File: src/rtl/can_err_pkg.sv
package can_err_pkg;
  localparam int unsigned REG_W   = 8;
  localparam int unsigned ADDR_W  = 3;
  localparam int unsigned CODE_W  = 7;

  localparam logic [ADDR_W-1:0] A_FLAG = 3'd0;
  localparam logic [ADDR_W-1:0] A_EN   = 3'd1;
  localparam logic [ADDR_W-1:0] A_CODE = 3'd2;
  localparam logic [ADDR_W-1:0] A_TXC  = 3'd3;
  localparam logic [ADDR_W-1:0] A_RXC  = 3'd4;

  localparam int unsigned BIT_BUSERR = 0;
  localparam int unsigned BIT_MODE   = 7;
endpackage

File: src/rtl/sticky_flags.sv
module sticky_flags #(
  parameter int unsigned W = 8
) (
  input  logic         clk,
  input  logic         rst_n,
  input  logic [W-1:0] set_i,
  input  logic         clr_we,
  input  logic [W-1:0] keep_mask,
  output logic [W-1:0] q
);
  logic [W-1:0] keep;

  always_comb keep = clr_we ? keep_mask : {W{1'b1}};

  always_ff @(posedge clk or negedge rst_n) begin
    if (!rst_n) q <= '0;
    else        q <= (q & keep) | set_i;
  end

  // an event always lands, whatever write comes with it
  assert_set_wins_R4: assert property (@(posedge clk) disable iff (!rst_n)
    (|set_i) |=> ((q & $past(set_i)) == $past(set_i)));

  // a bit only rises because of an event
  assert_no_spurious_set_R3: assert property (@(posedge clk) disable iff (!rst_n)
    1'b1 |=> ((q & ~$past(q) & ~$past(set_i)) == '0));
endmodule

File: src/rtl/err_code_reg.sv
module err_code_reg #(
  parameter int unsigned CW = 7
) (
  input  logic          clk,
  input  logic          rst_n,
  input  logic [CW-1:0] type_i,
  input  logic          we,
  input  logic [CW:0]   wdata,
  output logic [CW:0]   q
);
  logic          mode_q;
  logic [CW-1:0] code_q;
  logic [CW-1:0] kept;
  logic [CW-1:0] code_d;
  logic          mode_d;
  logic          hit;

  always_comb begin
    hit    = |type_i;
    kept   = we ? (code_q & wdata[CW-1:0]) : code_q;
    mode_d = we ? wdata[CW] : mode_q;
    if (!hit)        code_d = kept;
    else if (mode_q) code_d = kept | type_i;
    else             code_d = type_i;
  end

  always_ff @(posedge clk or negedge rst_n) begin
    if (!rst_n) begin
      mode_q <= 1'b0;
      code_q <= '0;
    end else begin
      mode_q <= mode_d;
      code_q <= code_d;
    end
  end

  assign q = {mode_q, code_q};

  assert_latest_only_R9: assert property (@(posedge clk) disable iff (!rst_n)
    (!mode_q && hit) |=> (code_q == $past(type_i)));

  assert_accumulate_R8: assert property (@(posedge clk) disable iff (!rst_n)
    (mode_q && !we) |=> ((code_q & ($past(code_q) | $past(type_i)))
                         == ($past(code_q) | $past(type_i))));

  assert_mode_load_R10: assert property (@(posedge clk) disable iff (!rst_n)
    we |=> (mode_q == $past(wdata[CW])));
endmodule

File: src/rtl/err_cnt_snap.sv
module err_cnt_snap #(
  parameter int unsigned W = 8
) (
  input  logic         clk,
  input  logic         rst_n,
  input  logic [W-1:0] tx_i,
  input  logic [W-1:0] rx_i,
  output logic [W-1:0] tx_q,
  output logic [W-1:0] rx_q
);
  always_ff @(posedge clk or negedge rst_n) begin
    if (!rst_n) begin
      tx_q <= '0;
      rx_q <= '0;
    end else begin
      tx_q <= tx_i;
      rx_q <= rx_i;
    end
  end

  assert_cnt_follow_R11: assert property (@(posedge clk) disable iff (!rst_n)
    1'b1 |=> (tx_q == $past(tx_i) && rx_q == $past(rx_i)));
endmodule

File: src/rtl/can_err_capture.sv
module can_err_capture
  import can_err_pkg::*;
#(
  parameter int unsigned RW = REG_W,
  parameter int unsigned AW = ADDR_W,
  parameter int unsigned CW = CODE_W
) (
  input  logic          clk,
  input  logic          rst_n,
  input  logic [RW-1:0] err_evt,
  input  logic [CW-1:0] bus_err_type,
  input  logic [RW-1:0] tx_err_cnt_i,
  input  logic [RW-1:0] rx_err_cnt_i,
  input  logic          wr_en,
  input  logic [AW-1:0] wr_addr,
  input  logic [RW-1:0] wr_data,
  input  logic [AW-1:0] rd_addr,
  output logic [RW-1:0] rd_data,
  output logic          err_irq
);
  logic [RW-1:0] flag_q;
  logic [RW-1:0] en_q;
  logic [CW:0]   code_q;
  logic [RW-1:0] txc_q;
  logic [RW-1:0] rxc_q;
  logic [RW-1:0] flag_set;
  logic          we_flag;
  logic          we_en;
  logic          we_code;

  always_comb begin
    we_flag  = wr_en && (wr_addr == A_FLAG);
    we_en    = wr_en && (wr_addr == A_EN);
    we_code  = wr_en && (wr_addr == A_CODE);
    flag_set = err_evt;
    flag_set[BIT_BUSERR] = err_evt[BIT_BUSERR] | (|bus_err_type);
  end

  sticky_flags #(.W(RW)) u_flags (
    .clk(clk), .rst_n(rst_n), .set_i(flag_set),
    .clr_we(we_flag), .keep_mask(wr_data), .q(flag_q)
  );

  err_code_reg #(.CW(CW)) u_code (
    .clk(clk), .rst_n(rst_n), .type_i(bus_err_type),
    .we(we_code), .wdata(wr_data[CW:0]), .q(code_q)
  );

  err_cnt_snap #(.W(RW)) u_cnt (
    .clk(clk), .rst_n(rst_n), .tx_i(tx_err_cnt_i), .rx_i(rx_err_cnt_i),
    .tx_q(txc_q), .rx_q(rxc_q)
  );

  always_ff @(posedge clk or negedge rst_n) begin
    if (!rst_n)     en_q <= '0;
    else if (we_en) en_q <= wr_data;
  end

  always_comb begin
    unique case (rd_addr)
      A_FLAG:  rd_data = flag_q;
      A_EN:    rd_data = en_q;
      A_CODE:  rd_data = RW'(code_q);
      A_TXC:   rd_data = txc_q;
      A_RXC:   rd_data = rxc_q;
      default: rd_data = '0;
    endcase
  end

  assign err_irq = |(flag_q & en_q);

  // an enabled event raises the interrupt on the next cycle
  assert_irq_raise_R6: assert property (@(posedge clk) disable iff (!rst_n)
    (|(err_evt & en_q) && !we_en) |=> err_irq);

  // any bus error type lands in the bus error flag
  assert_buserr_flag_R7: assert property (@(posedge clk) disable iff (!rst_n)
    (|bus_err_type) |=> flag_q[BIT_BUSERR]);

  // a write to an unmapped address leaves the enable register alone
  assert_unmapped_write_R12: assert property (@(posedge clk) disable iff (!rst_n)
    (wr_en && wr_addr > A_RXC) |=> $stable(en_q));
endmodule

File: config.mk
export PLATFORM = sky130hd
export DESIGN_NAME = can_err_capture
export DESIGN_NICKNAME = d
export VERILOG_FILES = /design/src/rtl/can_err_pkg.sv /design/src/rtl/sticky_flags.sv /design/src/rtl/err_code_reg.sv /design/src/rtl/err_cnt_snap.sv /design/src/rtl/can_err_capture.sv
export SDC_FILE = /design/constraint.sdc
export NUM_CORES = 1
export LEC_CHECK = 0
export CAP_MARGIN = 40
export CORE_MARGIN = 2
export CORE_UTILIZATION = 25
export DETAILED_ROUTE_END_ITERATION = 6
export GPL_ROUTABILITY_DRIVEN = 0
export GPL_TIMING_DRIVEN = 0
export SLEW_MARGIN = 10
export SYNTH_ARGS = -nofsm -noshare
export SYNTH_HDL_FRONTEND = slang
export SYNTH_SLANG_ARGS = --single-unit
export TNS_END_PERCENT = 50
File: constraint.sdc
create_clock -name clk -period 3.4 [get_ports clk]
set_input_delay 0.68 -clock clk [delete_from_list [all_inputs] [get_ports clk]]
set_output_delay 0.68 -clock clk [all_outputs]
set_load 0.02 [all_outputs]
==> summary.md, run 1 <==
| Metric | Value |
|---|---|
| Status | complete, no violations |
| Slew HR | 57.94% |
| Mux share of post-synthesis cell area | between 10% and 20% |
| # DRC | 0 |
| Synth area leaders | dfrtp_1, mux2_2, a22oi_1 |
| Register bit total from synthesis | 40 |
| RSZ-0062 raised after global routing | false |
| Post-DP HPWL | between 3 and 4 mm |
| Clock Skews | between 2 and 2.5 ps |
| Syn nets | ~180 |
| Avg Cell Area, Syn | 12.64 um2 |
| CP arrival | 2520 ps |
| Fmax | ~310 MHz |
| Per-cell routed wire length | 16.68 um |
| Die area | ~7500 um2 |
| Fillers | 680 |
| Complex-gate fraction of the synthesized area | a little under a fifth |
| Capturing element type of the critical path | output port |
| Delay-heaviest family, CP | buffers and inverters |
| XOR/XNOR Fraction of Synth Area | 0% |
| Total wire length | 4.637 mm |
| TritonRoute pass-1 iters | 4 |
| Inserted Clock Buffers | 5 |
| Slowest-stage cell, CP | clkdlybuf4s50_1 |
| Critical path, cell by cell | clkdlybuf4s50_1 > buf_2 > nor2_2 > nand3_1 > o21ai_0 > clkdlybuf4s50_1 |
| Largest family of logic cells by synthesized area | compound AO/OA/AOI/OAI gates |
| Peak supply drop | around 0.15 mV |
| Worst setup path category | input pin to output port |
| Initial antenna violation count | 0 |
| Slew Viols, Final | 0 |
| Post-Synth Simple-Gate Area | around 8% |
| Fin crit period | about 3200 ps |
| First-pass GRT wire length | 7.327 mm |
| Proportion of layout cells with a drive suffix above 1 | 17.17% |
| Effective utilization at floorplan | 25.36% |
| IO buf count | 55 |
| Critical path startpoint category | input pin |
| Seq. cell area | approximately 1000 um2 |
| Post-Syn Area | roughly 1700 um2 |
| Final setup viols | 0 |
| Initial drt markers | 38 |
| Htree depth | 2 |
| CTS max path bufs | 2 |
| Vias in the first global route | 1,432 |
| Hold Path Class | input pin to async pin |
| Clock root buffer | clkbuf_8 |
| Hold violation total from the final report | 0 |
| Postcts setup bufs | 0 |
| Worst-skew pair later-pin latency | about 290 ps |
| Crit path buf inv count | 3 |
| CP Max Fanout | 10 |
| Top cell type's share of synthesized area | 59.08% |
| Vias | roughly 1,300 |
| Synth Instances | between 100 and 150 |
| Synth warn | 0 |
| Area Overhead vs Synth | 45.86% |
| Netlist cell types | 24 |
| Pwr Total | roughly 1.1 mW |
| Via/cell ratio | 4.777 |
| Total clock sinks | 40 |
| Slowest stage delay, CP | around 620 ps |
| Nets | roughly 250 |
| Width of the die | 86.32 um |
| ANT cells | 0 |
| All-Layer GR Usage | a little over an eighth |
| Largest area contributor in the netlist | dfrtp_1 |
| CTS clk-pin slew, worst paths | ~70 ps |
| I/O pins | 57 |
| Register area share after synthesis | roughly three fifths |
| DP Cell Count | between 200 and 300 |
| Routed Antenna Nets | 0 |
| Adder-Cell Fraction of Synth Area | 0% |
| CTS tree | yes |
| Leakage | 1.031 nW |
| Largest net degree at the start of global routing | 29 |
| Grt ovf | 0 |
| Util after Layout | between 30% and 40% |
| WP data required | around 2700 ps |
| Cell row count | 30 |
| Final std cells w/o fill | about 280 |
| Worst Tran Pin Value | 630.9 ps |
| Max cap viols | 0 |
| Cell repeated most along the worst path | clkdlybuf4s50_1 |
| Period utilisation layout | 94.21% |
| Pwr/cell area | 442.6 nW/um2 |
| DIE HEIGHT | 86.32 um |
| Area of the core | approximately 6700 um2 |
| Multi-input gate area in the final layout | 655.6 um2 |
-- per-stage QoR --
stage | setup WS (ps) | hold WS, ps | setup TNS [ps] | instance area (um2)
after floorplan | 1054 | 384.4 | 0 | 1694
after global routing | 80.57 | 289.8 | 0 | 2471
after CTS | 4.703 | 278.6 | 0 | 2454
final | 196.9 | 272.9 | 0 | 2471
after detailed placement | -166.2 | 521.9 | -955.5 | 2360
after global placement | -158.0 | 519.6 | -888.0 | 2345
-- path summary, 6_finish.rpt --
check	slack, ps	end	depth (start not counted)	startpoint
min reg2reg	540	u_code.code_q[2]	2	u_code.code_q[2]
max in group asynchronous	2680	u_cnt.tx_q[7]	2	rst_n
max reg2reg	2210	u_code.code_q[5]	2	u_code.mode_q
min in group clk	540	u_code.code_q[2]	2	u_code.code_q[2]
min	270	u_cnt.rx_q[2]	1	rst_n
max	200	rd_data[5]	6	rd_addr[0]
-- logic make-up after synthesis --
| family | after synthesis |
|---|---|
| AOI/OAI and AO/OA | 49 |
| buffers and inverters | 9 |
| DFF | 40 |
| muxes | 17 |
| and+or+nand+nor | 19 |
-- layer usage --
layer	vias up	routed length, um	GRT usage, %
li1	631	-	-
met1	648	2137	18.10
met2	44	2155	20.00
met3	5	297	4.000
met4	0	47	3.409
met5	-	0	0
-- worst reg2reg max path, stage by stage, from the launching register on --
cell	delay (ps)
dfrtp_1	400
a21oi_1	510
o21bai_1	160
-- cell usage in the layout (no fill, tap or decap), drive strengths merged, types with 2 or more instances in the layout --
master / n
clkdlybuf4s50: 47
dfrtp: 40
a22oi: 17
mux2: 16
o21ai: 16
clkbuf: 11
o21bai: 7
nand2b: 7
o22ai: 7
dlymetal6s2s: 7
buf: 7
a21oi: 2
nor2b: 2
-- final cells by class --
cell class | count | share of cell area, %
Multi-Input combinational cell | 85 | 26.53
Timing Repair Buffer | 56 | 23.59
Inverter | 1 | 0.1519
Clock buffer | 8 | 3.646
Sequential cell | 40 | 40.51
Buffer | 8 | 1.519
Tap cell | 80 | 4.051
-- power breakdown --
group	switching (mW)	internal [mW]	total (mW)	leakage, nW
clock network	0.161	0.166	0.327	0.0455
registers	0.0282	0.522	0.550	0.442
logic	0.0921	0.125	0.217	0.543
total	0.282	0.812	1.09	1.03
-- flip-flops by register name (all words and copies together) (netlist names) --
register       cells
en_q               8
u_cnt.rx_q         8
u_cnt.tx_q         8
u_flags.q          8
u_code.code_q      7
u_code.mode_q      1
-- synth_stat cells (all sizes together) --
master   number
a21oi         2
a22oi        17
and4bb        1
buf           5
clkbuf        3
dfrtp        40
inv           1
mux2         16
mux4          1
nand2b        7
nand3         1
nand4         1
nand4b        1
nand4bb       1
nor2          1
nor2b         2
nor3          1
nor3b         1
nor4          1
o21ai        16
o21bai        7
o22ai         7
or4b          1
-- repair_timing --
| action | CTS | global route |
|---|---|---|
| gates resized for setup | 2 | 7 |
| endpoints found under the setup margin | 7 | 7 |
| hold buffers | 0 | 0 |
| hold endpoints to repair | 0 | 0 |
No activity file was read; power rests on OpenSTA's default activity.
==> run 2, diff against run 1 <==
CORE_UTILIZATION = 48   (was 25)
PLACE_DENSITY = 0.84   (was unset)
SETUP_SLACK_MARGIN = 0.02   (was unset)
==> run 2 against run 1 <==
Compared with the run above: die area down 46%; critical path depth unchanged; hold slack worse by 58 ps; fmax up 0.20%; clock power up 3%; register-to-register slack worse by 100 ps; utilization up 35 points; count of clock-buffer cells in the layout down 2; cell area down 2.2%; non-clock buffer count unchanged; clock skew up 9.6 ps; critical path type unchanged; highest routed layer unchanged.
==> summary.md, run 2 (synthesis gave the netlist of run 1 again) <==
| Metric | Value |
|---|---|
| CTS tree | yes |
| TritonRoute pass-1 iters | 4 |
| First-pass GRT wire length | around 6.8 mm |
| Pwr/cell area | around 460 nW/um2 |
| Nets | between 200 and 250 |
| Via/cell ratio | between 5 and 6 |
| Hold buffer count at cts | 0 |
| Inserted Clock Buffers | 5 |
| Largest net degree at the start of global routing | 28 |
| ANT cells | 0 |
| Per-cell routed wire length | 17.18 um |
| Effective utilization at floorplan | between 50 and 60% |
| Routed Antenna Nets | 0 |
| Worst setup path category | input pin to output port |
| Pwr Total | 1.101 mW |
| WP data required | ~2700 ps |
| Max cap viols | 0 |
| DR WL met2 | slightly above 2 mm |
| Final instance area | 2417 um2 |
| # DRC | 0 |
| Commonest non-fill, non-tap cell in the layout | clkdlybuf4s50_1 |
| Fmax | around 310 MHz |
| CTS clk-pin slew, worst paths | roughly 120 ps |
| CP Max Fanout | 10 |
| Clock Skews | between 10 and 15 ps |
| Worst-skew pair later-pin latency | approximately 370 ps |
| Area of the core | roughly 3400 um2 |
| Slew HR | 53.80% |
| Leakage | 1.003 nW |
| Capturing element type of the critical path | output port |
| Peak supply drop | 0.3155 mV |
| Worst Tran Pin Value | around 690 ps |
| RSZ-0062 raised after global routing | false |
| Setup TNS | 0 ps |
| Reg2reg setup slack | approximately 2100 ps |
| WL met1 | ~1.8 mm |
| Htree depth | 2 |
| I/O pins | 57 |
| Initial antenna violation count | 0 |
| Proportion of layout cells with a drive suffix above 1 | 18.18% |
| Total wire length | ~4.2 mm |
| Post-DP HPWL | 3.049 mm |
| Hold Path Class | input pin to async pin |
| Grt ovf | 0 |
| Die area | 4021 um2 |
| Met3 wire len | 289 um |
| Final setup viols | 0 |
| CTS max path bufs | 2 |
| Clock root buffer | clkbuf_4 |
| Initial drt markers | 60 |
| Most frequent cells in the layout | clkdlybuf4s50_1, dfrtp_1, a22oi_1 |
| Vias | between 1,000 and 1,500 |
| CP arrival | roughly 2500 ps |
| DIE HEIGHT | roughly 63 um |
| Hold slack | 214.7 ps |
| Area Overhead vs Synth | 42.69% |
| Placed instance area | between 2000 and 2500 um2 |
| Critical path startpoint category | input pin |
| Status | complete, no violations |
| IO buf count | 55 |
| Total clock sinks | 40 |
| Max layer used | met4 |
| Hold violation total from the final report | 0 |
| Vias in the first global route | approximately 1,400 |
| Fin crit period | approximately 3200 ps |
| All-Layer GR Usage | between 20 and 25% |
| Width of the die | 63.41 um |
| Slew Viols, Final | 0 |
| Period utilisation layout | ~94% |
| Cell row count | 21 |
run 2: critical path: stages:
cell             delay (ps)
clkdlybuf4s50_1         480
buf_2                   270
mux4_2                  230
inv_1                    40
o21ai_0                 170
clkdlybuf4s50_1         640
run 2: where the power goes:
| group | internal [mW] | leakage (nW) | switching, mW |
|---|---|---|---|
| combinational | 0.123 | 0.512 | 0.0915 |
| sequential | 0.522 | 0.442 | 0.0293 |
| clock | 0.176 | 0.0484 | 0.160 |
run 2: final cells by class:
cell class	count	area, um2
inverter	1	3.754
fill	260	945.9
tap	46	57.56
sequential	40	1001
buffer	8	37.54
timing repair buffer	56	571.8
multi-input combinational	85	655.6
clock buffer	6	51.30
clock inverter	2	38.79
run 2: per-layer routing:
layer,vias to the layer above,GRT usage [%]
met5,-,0
met4,0,9.239
met3,4,7.500
met2,56,35.79
met1,681,30.49
li1,632,-
run 2: what timing repair did:
item,in CTS,in global routing
endpoints found under the hold margin,0,0
buffers inserted,0,0
endpoints found under the setup margin,7,4
resized for setup,5,4
run 2: worst paths after layout:
path / from / end / depth (start not counted)
max reg2reg: u_code.mode_q / u_code.code_q[3] / 2
max in group asynchronous: rst_n / u_cnt.rx_q[3] / 2
min in group clk: u_code.code_q[5] / u_code.code_q[5] / 2
min: rst_n / u_cnt.tx_q[5] / 1
max: rd_addr[0] / rd_data[5] / 6
min reg2reg: u_code.code_q[5] / u_code.code_q[5] / 2
run 2: per-stage QoR:
| stage | setup WS (ps) | util (%) | std cells |
|---|---|---|---|
| 2_1_floorplan | 1054 | - | 134 |
| 6_report | 203.2 | 71.88 | 244 |
| 3_5_place_dp | -145.1 | 68.90 | 236 |
| 5_1_grt | 113.5 | 71.88 | 244 |
| 4_1_cts | 16.08 | 71.58 | 244 |
| 3_3_place_gp | -85.27 | 68.45 | 235 |
==> run 3, diff against run 2 <==
ABC_AREA = 1   (was unset)
CORE_UTILIZATION = 55   (was 48)
DONT_BUFFER_PORTS = 1   (was unset)
PLACE_DENSITY = 0.7   (was 0.84)
==> run 3 against run 2 <==
Compared with the run above: first-iteration DRC count is 140% higher; wire length is 9.7% higher; fmax is 38% higher; critical path depth is 1 lower; cell area is 9.6% lower; final cell count is 26% higher; critical path type unchanged.
==> summary.md, run 3 <==
| Metric | Value |
|---|---|
| Internal | roughly 0.75 mW |
| Pwr/cell area | between 400 and 500 nW/um2 |
| Most numerous cell in the Yosys netlist | nand2_1 |
| ANT cells | 0 |
| Delay-heaviest family, CP | simple AND/OR/NAND/NOR gates |
| TritonRoute pass-1 iters | 4 |
| Vias in the first global route | roughly 1,600 |
| Hold violation total from the final report | 0 |
| Clock Skews | 3.789 ps |
| Cells resized by post-CTS repair | 0 |
| First-pass GRT wire length | 7.734 mm |
| Register area share after synthesis | between 40 and 50% |
| Area of the core | 3416 um2 |
| Combinational power share | 15.1% |
| Nets | 308 |
| Period utilisation layout | about 68% |
| Net Sw Frac | 27.98% |
| All-Layer GR Usage | 24.72% |
| Proportion of layout cells with a drive suffix above 1 | roughly 9.2% |
| Most frequent cells in the layout | nand2_1, dfrtp_1, inv_1 |
| Slowest stage delay, CP | ~370 ps |
| Synth Instances | between 200 and 300 |
| Die area | 4151 um2 |
| Fin crit period | approximately 2300 ps |
| Netlist cell types | 21 |
| Slew HR | 66.94% |
| Avg Cell Area, Syn | approximately 8.0 um2 |
| Max cap viols | 0 |
| Worst setup path category | input pin to output port |
| Synth warn | 0 |
| Total wire length | roughly 4.6 mm |
| Htree depth | 2 |
| FF-to-FF Start | u_code.mode_q |
| DP Worst Slack | 1112 ps |
| CTS tree | yes |
| Top cell type's share of synthesized area | around half |
| Commonest non-fill, non-tap cell in the layout | nand2_1 |
| Width of the die | 64.43 um |
| Peak supply drop | 0.2414 mV |
| Top_reg_cell synth | dfrtp_1 |
| Initial antenna violation count | 0 |
| Capturing element type of the critical path | output port |
| CTS max path bufs | 2 |
| Final setup viols | 0 |
| CP Max Fanout | 10 |
| DIE HEIGHT | roughly 64 um |
| Largest net degree at the start of global routing | 34 |
| Postcts setup bufs | 0 |
| Inserted Clock Buffers | 5 |
| Post-DP HPWL | between 3 and 4 mm |
| Synth area leaders | dfrtp_1, nand2_1, inv_1 |
| Per-cell routed wire length | roughly 15 um |
| Register bit total from synthesis | 40 |
| Grt ovf | 0 |
| Critical path, cell by cell | inv_1 > clkbuf_1 > nand4_1 > nand2_1 > nand3b_1 |
| Largest area contributor in the netlist | dfrtp_1 |
| Fmax | roughly 430 MHz |
| Hold Path Class | input pin to async pin |
| Vias | about 1,600 |
| Via/cell ratio | roughly 5.3 |
| Effective utilization at floorplan | approximately three fifths |
| EDFF count, synth | 0 |
| Crit path buf inv count | 2 |
| Crit. Startpoint | rd_addr[2] |
| Leakage | around 1.1 nW |
| Worst Tran Pin Value | 492.7 ps |
| Critical path startpoint category | input pin |
| Pwr Total | 1.036 mW |
| P_sw | roughly 0.29 mW |
| Setup TNS | 0 ps |
| Clock root buffer | clkbuf_4 |
| Final WS setup | roughly 1100 ps |
| # DRC | 0 |
| WP data required | 2720 ps |
| Hold buffer count at cts | 1 |
| Seq. cell area | approximately 1000 um2 |
| Sequential fraction of design power | between 50% and 60% |
| RSZ-0062 raised after global routing | false |
| Syn nets | between 200 and 300 |
| Routed Antenna Nets | 0 |
| Top post-synthesis cells by count | nand2_1, dfrtp_1, inv_1 |
| Slew Viols, Final | 0 |
| Total clock sinks | 40 |
| IO buf count | 0 |
| Post-Syn Area | ~2000 um2 |
| CTS clk-pin slew, worst paths | around 120 ps |
| Cell row count | 21 |
| FFs w/ async S/R, synth | 100.0% |
| Worst-skew pair later-pin latency | around 340 ps |
| CP arrival | between 1500 and 2000 ps |
| Status | complete, no violations |
| I/O pins | 57 |
| Clock share of power | approximately a third |
| Initial drt markers | between 100 and 150 |
| Fillers | 303 |
| Multi-input gate area in the final layout | about 830 um2 |
| Slowest-stage cell, CP | clkbuf_1 |
| Area Overhead vs Synth | 8.848% |
## run 3: cell count changes in the layout (fill, tap and decap cells not counted), moves of 8 or more
cell / change
mux2_2: -16
inv_1: +32
nand2_1: +90
a22oi_1: -17
nor2_1: +8
clkdlybuf4s50_1: -47
nand4_1: +16
nand3b_1: +11
nand3_1: +16
## run 3: cell families after synthesis
group                  Yosys count  synth area share, %
DFF                             40                49.84
buffers and inverters           41                8.909
AOI/OAI and AO/OA               18                4.486
and+or+nand+nor                152                36.76
## run 3: layer usage
metal	part of all wire, %	track usage (%)	routed length [um]	vias to the layer above
met4	1.2	7.713	55	0
li1	-	-	-	819
met5	0	0	0	-
met2	49	39.71	2249	63
met3	6.9	6.076	319	7
met1	43	33.33	1976	752
## run 3: path summary, 6_finish.rpt
| check | depth (start not counted) | slack [ps] | to |
|---|---|---|---|
| setup / recovery | 5 | 1080 | rd_data[4] |
| hold / removal | 1 | 150 | en_q[5] |
| setup reg to reg | 4 | 2420 | u_code.code_q[2] |
| hold reg to reg | 2 | 530 | en_q[6] |
| max in group asynchronous | 1 | 2440 | u_cnt.rx_q[2] |
| min in group clk | 0 | 350 | u_cnt.tx_q[7] |
## run 3: per-stage QoR
| step | area (um2) | instances | util, % | hold slack [ps] |
|---|---|---|---|---|
| 2_1_floorplan | 2008 | 251 | - | 384.4 |
| 3_3_place_gp | 2066 | 297 | 60.48 | 385.5 |
| 3_5_place_dp | 2066 | 297 | 60.48 | 385.5 |
| 4_1_cts | 2176 | 306 | 63.70 | 5.459 |
| 5_1_grt | 2186 | 307 | 63.99 | 137.3 |
| 6_report | 2186 | 307 | 63.99 | 145.0 |
## run 3: layout make-up
cell class / instances / area share, %
tap: 46 / 2.633
timing repair buffer: 2 / 1.374
clock buffer: 6 / 2.347
sequential: 40 / 45.79
clock inverter: 2 / 1.774
buffer: 7 / 2.347
inverter: 34 / 5.839
multi-input combinational: 170 / 37.89
## run 3: power groups by stage
stage	combinational (mW)	sequential, mW	clock, mW
floorplan	0.119	0.545	0
global placement	0.140	0.555	0
detailed placement	0.142	0.557	0
CTS	0.153	0.547	0.346
global route	0.181	0.552	0.358
finish	0.156	0.547	0.332
